### src/rtl/stat_evt_pkg.sv
package stat_evt_pkg;

    localparam int REG_W   = 16;
    localparam int ADDR_W  = 3;
    localparam int TOP_BIT = REG_W - 1;
    localparam int LAY1_POS = 1;
    localparam int LAY2_POS = 2;

    typedef logic [REG_W-1:0]  sreg_t;
    typedef logic [ADDR_W-1:0] saddr_t;

    typedef enum logic [ADDR_W-1:0] {
        SEL_COND = 3'd0,
        SEL_RISE = 3'd1,
        SEL_FALL = 3'd2,
        SEL_EVT  = 3'd3,
        SEL_EN   = 3'd4
    } reg_sel_e;

    // filtered edges seen on the live status vector
    typedef struct packed {
        sreg_t rise;
        sreg_t fall;
    } edge_t;

    // host write request as seen by the configuration registers
    typedef struct packed {
        logic   wr;
        saddr_t addr;
        sreg_t  data;
    } host_wr_t;

    localparam sreg_t WRITABLE = sreg_t'((32'd1 << TOP_BIT) - 32'd1);

    function automatic sreg_t drop_top(sreg_t v);
        return v & WRITABLE;
    endfunction

    function automatic sreg_t pack_status(logic l1, logic l2);
        sreg_t v;
        v = '0;
        v[LAY1_POS] = l1;
        v[LAY2_POS] = l2;
        return v;
    endfunction

endpackage

### src/rtl/stat_cond_edge.sv
module stat_cond_edge
    import stat_evt_pkg::*;
(
    input  logic  clk,
    input  logic  rst,
    input  sreg_t live,
    output sreg_t cond_q,
    output edge_t edges
);

    always_ff @(posedge clk) begin
        if (rst) cond_q <= '0;
        else     cond_q <= live;
    end

    always_comb begin
        edges.rise = live & ~cond_q;
        edges.fall = ~live & cond_q;
    end

endmodule

### src/rtl/stat_cfg_regs.sv
module stat_cfg_regs
    import stat_evt_pkg::*;
#(
    parameter sreg_t RISE_RST = WRITABLE,
    parameter sreg_t FALL_RST = '0,
    parameter sreg_t EN_RST   = '0
)(
    input  logic     clk,
    input  logic     rst,
    input  host_wr_t req,
    output sreg_t    rise_q,
    output sreg_t    fall_q,
    output sreg_t    en_q
);

    localparam int NREG = 3;
    localparam sreg_t    RST_VAL [NREG] = '{drop_top(RISE_RST), drop_top(FALL_RST), drop_top(EN_RST)};
    localparam reg_sel_e SEL_VAL [NREG] = '{SEL_RISE, SEL_FALL, SEL_EN};

    sreg_t cfg_q [NREG];

    for (genvar i = 0; i < NREG; i++) begin : g_cfg
        always_ff @(posedge clk) begin
            if (rst)
                cfg_q[i] <= RST_VAL[i];
            else if (req.wr && (req.addr == SEL_VAL[i]))
                cfg_q[i] <= drop_top(req.data);
        end
    end

    assign rise_q = cfg_q[0];
    assign fall_q = cfg_q[1];
    assign en_q   = cfg_q[2];

endmodule

### src/rtl/stat_evt_latch.sv
module stat_evt_latch
    import stat_evt_pkg::*;
(
    input  logic  clk,
    input  logic  rst,
    input  edge_t edges,
    input  sreg_t rise_mask,
    input  sreg_t fall_mask,
    input  logic  clr,
    output sreg_t evt_q
);

    sreg_t hits;
    sreg_t kept;

    always_comb begin
        hits = drop_top((edges.rise & rise_mask) | (edges.fall & fall_mask));
        kept = clr ? '0 : evt_q;
    end

    always_ff @(posedge clk) begin
        if (rst) evt_q <= '0;
        else     evt_q <= kept | hits;
    end

endmodule

### src/rtl/stat_evt_group.sv
module stat_evt_group
    import stat_evt_pkg::*;
(
    input  logic        clk,
    input  logic        rst,
    input  logic        lay1_flag,
    input  logic        lay2_flag,
    input  logic        wr_stb,
    input  logic        rd_stb,
    input  logic [2:0]  addr,
    input  logic [15:0] wdata,
    output logic [15:0] rdata,
    output logic        summary
);

    sreg_t    live_vec;
    sreg_t    cond_q;
    edge_t    edges;
    sreg_t    rise_q;
    sreg_t    fall_q;
    sreg_t    en_q;
    sreg_t    evt_q;
    host_wr_t wreq;
    logic     evt_rd;
    logic     summary_q;

    assign live_vec = pack_status(lay1_flag, lay2_flag);

    assign wreq.wr   = wr_stb;
    assign wreq.addr = addr;
    assign wreq.data = wdata;

    assign evt_rd = rd_stb && (addr == SEL_EVT);

    stat_cond_edge u_cond (
        .clk    (clk),
        .rst    (rst),
        .live   (live_vec),
        .cond_q (cond_q),
        .edges  (edges)
    );

    stat_cfg_regs u_cfg (
        .clk    (clk),
        .rst    (rst),
        .req    (wreq),
        .rise_q (rise_q),
        .fall_q (fall_q),
        .en_q   (en_q)
    );

    stat_evt_latch u_evt (
        .clk       (clk),
        .rst       (rst),
        .edges     (edges),
        .rise_mask (rise_q),
        .fall_mask (fall_q),
        .clr       (evt_rd),
        .evt_q     (evt_q)
    );

    always_comb begin
        rdata = '0;
        if (rd_stb) begin
            case (reg_sel_e'(addr))
                SEL_COND: rdata = cond_q;
                SEL_RISE: rdata = rise_q;
                SEL_FALL: rdata = fall_q;
                SEL_EVT:  rdata = evt_q;
                SEL_EN:   rdata = en_q;
                default:  rdata = '0;
            endcase
        end
    end

    always_ff @(posedge clk) begin
        if (rst) summary_q <= 1'b0;
        else     summary_q <= |(evt_q & en_q);
    end

    assign summary = summary_q;

endmodule

### config.mk
export PLATFORM = sky130hd
export DESIGN_NAME = stat_evt_group
export DESIGN_NICKNAME = d
export VERILOG_FILES = /design/src/rtl/stat_evt_pkg.sv /design/src/rtl/stat_cond_edge.sv /design/src/rtl/stat_cfg_regs.sv /design/src/rtl/stat_evt_latch.sv /design/src/rtl/stat_evt_group.sv
export SDC_FILE = /design/constraint.sdc
export NUM_CORES = 1
export LEC_CHECK = 0
export BUFFER_PORTS_ARGS = -buffer_cell sky130_fd_sc_hd__buf_2
export CORE_MARGIN = 3
export CORE_UTILIZATION = 50
export DETAILED_ROUTE_END_ITERATION = 8
export GPL_TIMING_DRIVEN = 0
export HOLD_SLACK_MARGIN = 0.05
export PLACE_DENSITY = 0.72
export SETUP_SLACK_MARGIN = 0.5
export SLEW_MARGIN = 20
export SYNTH_ARGS = -nofsm -noshare
export SYNTH_HDL_FRONTEND = slang
export SYNTH_HIERARCHICAL = 1
export SYNTH_SLANG_ARGS = --single-unit
### constraint.sdc
create_clock -name clk -period 1.2 [get_ports clk]
set_input_delay 0.06 -clock clk [delete_from_list [all_inputs] [get_ports clk]]
set_output_delay 0.06 -clock clk [all_outputs]
set_load 0.005 [all_outputs]
# Word level (Yosys, flattened, before mapping)
# Memory sizes are Yosys's and may differ from the RTL's.
# Index checks and enable logic that the tools add are counted.
# op_classes
n_eq_ne,4
muxes,17
reduce_logical,6
n_bitwise,12
# ops
cell,n
$pmux W16 S5,1
$and A15 B15 Y15,3
$mux W15,3
$mux W16,2
$not A3 Y15,2
$and A16 B16 Y16,1
$or A16 B15 Y16,1
$reduce_or A16 Y1,1
$and A3 B15 Y15,1
$or A15 B15 Y15,1
$mux W1,11
$eq A3 B2 Y1 const B,2
$logic_and A1 B1 Y1,4
$eq A3 B1 Y1 const B,1
$eq A3 B3 Y1 const B,1
$logic_not A3 Y1,1
$or A1 B1 Y1,3
# word_totals
input_bits,25
out_inout_bits,17
reg_bits,19
mem_bits_rw,45
mem_count,1
# memory_table
memory,words,word_bits,rd,rd_clocked_by_memory_dff,wr,line_no,rtl
u_cfg.cfg_q,3,15,3,0,3,stat_cfg_regs.sv:20,sreg_t cfg_q [NREG];

# Longest topological paths before layout
# logic_depth
word_depth,6
ltp_mapped,8
depth_no_buf,4

# Cells and area by module
# Netlist, hierarchy kept.
# by_module_without_submodules
module,cells_each,instances,area_each_um2
stat_cfg_regs,111,1,1783.0
stat_evt_group,131,1,1058.5
stat_evt_latch,64,1,724.4
stat_cond_edge,65,1,664.4

# Worst setup path before layout
# Ideal clock, no wire load.
# synth_timing
path_kind,input to register
from,in addr[0]
to,reg u_evt.evt_q[13]
cell_stages,8
t_arrival_ns,1.095
setup_time_ns,0.120
path_buffers,4
t_required_ns,1.080
setup_slack_ns,-0.015
path_cell_list,buf_6 nor2b_1 buf_6 buf_6 and3_1 buf_6 nand2b_4 a21oi_2
# synth_between
elab_chain_len,4
# synth_lines
element,line_no,rtl
start: declaration,stat_evt_group.sv:10,"input logic [2:0] addr,"
$eq A3 B2 Y1,stat_evt_group.sv:33,assign evt_rd = rd_stb && (addr == SEL_EVT);
$logic_and A1 B1 Y1,stat_evt_group.sv:33,
net evt_rd,stat_evt_group.sv:24,logic evt_rd;
$mux W16,stat_evt_latch.sv:18,kept = clr ? '0 : evt_q;
$or A16 B15 Y16,stat_evt_latch.sv:23,else evt_q <= kept | hits;
end signal: assignment,stat_evt_latch.sv:23,
end: declaration,stat_evt_latch.sv:10,output sreg_t evt_q
# The timed path passes the listed nets, and every way through them passes these cells.
# A chain may end at the register's enable or synchronous reset.

==> summary.txt <==
Run status
  – Run status: finished with violations
  – Failing checks: hold timing, setup timing

Route
  – Routed wire per std cell: 20.5 um
  – Post-route DRC: 0
  – Via count: 3545
  – DR top layer: met4
  – Vias per std cell: 5.56
  – Routed wire length: 13.1 mm
  – First-pass iteration count of the detailed router: 4
  – Met3 wire length: 783 um
  – ANT nets after route: 0
  – Metal-1 WL: 5.37 mm
  – Routed met2 length: 6.60 mm
  – DR iter-0 viols: 247

Placement
  – PortBufs: 40
  – Placed Cells: 552
  – DP HPWL: 7.57 mm
  – Routability cong.: 0.846

Pwr
  – Switching Share: 28.4%
  – P_leak: 2.45 nW
  – Seq pwr share: 51.3%
  – Comb power frac: 20.6%
  – Power Dens Cells: 1020 mW/mm^2
  – VDD IR max: 0.000735 V
  – Net Switching: 1.75 mW
  – Internal power: 4.40 mW
  – Clock share of power: 28.1%

GRT
  – Vias in the first global route: 3458
  – Global-route wire length before repair: 18.8 mm
  – Total grt overflow: 0
  – Initial antenna violation count: 0
  – Largest net degree at the start of global routing: 16
  – Total global-route track usage: 25.6%

Clock tree
  – Num CTS Buffers: 9
  – Clk Latency, worst-skew pair: 0.36 ns
  – CTS tree: built
  – Clock edge transition at the registers on the reported setup and hold paths: 0.09 ns
  – H-tree depth: 3
  – CTS max path bufs: 2
  – Clk Tree Root Cell: clkbuf_8
  – Hold_buf cts: 4
  – Total clock sinks: 77

Worst setup path
  – Startpoint Class: register
  – Worst Path Arrival: 1.39 ns
  – Crit Path Class: register to output pin
  – Reg2Reg Depth: 5
  – Crit-path max FO: 2
  – Req. time, crit path: 1.14 ns
  – Crit path capture type: output pin
  – Reg-to-reg slack, setup: -0.23 ns

Floorplanning
  – Die area: 0.00957 sq mm
  – Die Y: 97.8 um
  – Starting Density: 52.9%
  – I/O pin total: 42
  – Die W: 97.8 um
  – FP Rows: 32
  – Core Area: 0.00797 sq mm

STA
  – Minimum clock period: 1.45 ns
  – Final worst slack: -0.253 ns
  – Final hold slack: -0.00257 ns
  – Final hold violations: 1
  – Achievable clock frequency: 688 MHz
  – Finish-stage setup viols: 17
  – Setup TNS: -3.39 ns
  – RSZ-0062 raised after global routing: yes
  – Slew Limit Fails: 0
  – Final period util: 121%
  – Fin Clk Skew: 0.0135 ns

Logic synthesis
  – Syn Inst Count: 369
  – Netlist Area Pre-Place: 0.00422 sq mm
  – Syn. warnings: 6
  – Syn avg cell area: 11.4 sq um

Finish
  – Ant. Diodes: 0
  – # fillers: 505
  – Commonest non-fill, non-tap cell in the layout: buf_4
  – Share of layout cells above drive strength 1: 49.6%
  – Post-route insts no fill: 638
  – Nets: 556
  – Storage element area: 0.00200 sq mm
  – P&R area growth vs syn: 43.3%
  – Multi-input logic area: 0.00244 sq mm
  – Most frequent cells in the layout: buf_4, edfxtp_1, conb_1

Hold path
  – WHS Path Cells: 2
  – Hold Crit Class: input pin to register

Run
  – Maxcap violations: 0
final timing paths:
check	start	to
setup / recovery	u_cfg/cfg_q[1][14]	rdata[14]
hold / removal	wdata[14]	u_cfg/cfg_q[0][14]
setup reg to reg	u_cfg/cfg_q[2][3]	summary
hold reg to reg	u_evt/evt_q[7]	u_evt/evt_q[7]
routing by layer:
| layer | vias up | global-route usage [%] |
|---|---|---|
| li1 | 1645 | - |
| met1 | 1708 | 33.0 |
| met2 | 160 | 42.6 |
| met3 | 32 | 5.07 |
| met4 | 0 | 9.27 |
| met5 | - | 0 |
stage by stage:
stage | worst slack (ns) | hold WS, ns | instance area, sq um | utilization (%) | power (mW)
after global routing | -0.302 | -0.0138 | 6040 | 75.8 | 6.40
final | -0.253 | -0.00257 | 6040 | 75.8 | 6.15
after CTS | -0.241 | -0.0301 | 5590 | 70.1 | 5.98
after global placement | -0.375 | 0.296 | 4810 | 60.4 | 4.02
after detailed placement | -0.387 | 0.305 | 4810 | 60.4 | 4.05
after floorplan | 0.0634 | 0.129 | 4480 | - | 3.75
critical path: stages, from the launching register on:
cell and delay (ns):
edfxtp_1 0.42, mux2i_2 0.20, o32ai_2 0.10, o21a_1 0.19
buf_2 0.13
power by group through the flow:
stage | logic, mW | registers, mW | clock network [mW]
2_1_floorplan | 0.618 | 3.13 | 0
3_3_place_gp | 0.832 | 3.19 | 0
3_5_place_dp | 0.849 | 3.20 | 0
4_1_cts | 1.08 | 3.14 | 1.76
5_1_grt | 1.33 | 3.17 | 1.90
6_report | 1.26 | 3.16 | 1.73
state kept, by name, indices dropped and copies added (netlist names):
signal,count
summary,1
u_cfg/cfg_q,45
u_cond/cond_q,16
u_evt/evt_q,15
final cells by class:
type	instances	area share (%)
clock inverters	6	0.642
repair buffers	108	15.7
inverters	18	1.16
multi-input cells	288	40.4
clock buffers	10	2.11
well taps	102	2.11
plain buffers	29	4.89
flip-flops and latches	77	33.0
timing repair:
action,CTS,global route
gates resized for setup,54,59
pin swaps,13,23
setup buffers,29,29
endpoints found under the hold margin,39,15
cloned,7,1
endpoints found under the setup margin,113,92
Note: power is estimated with default switching activity, not from simulation.
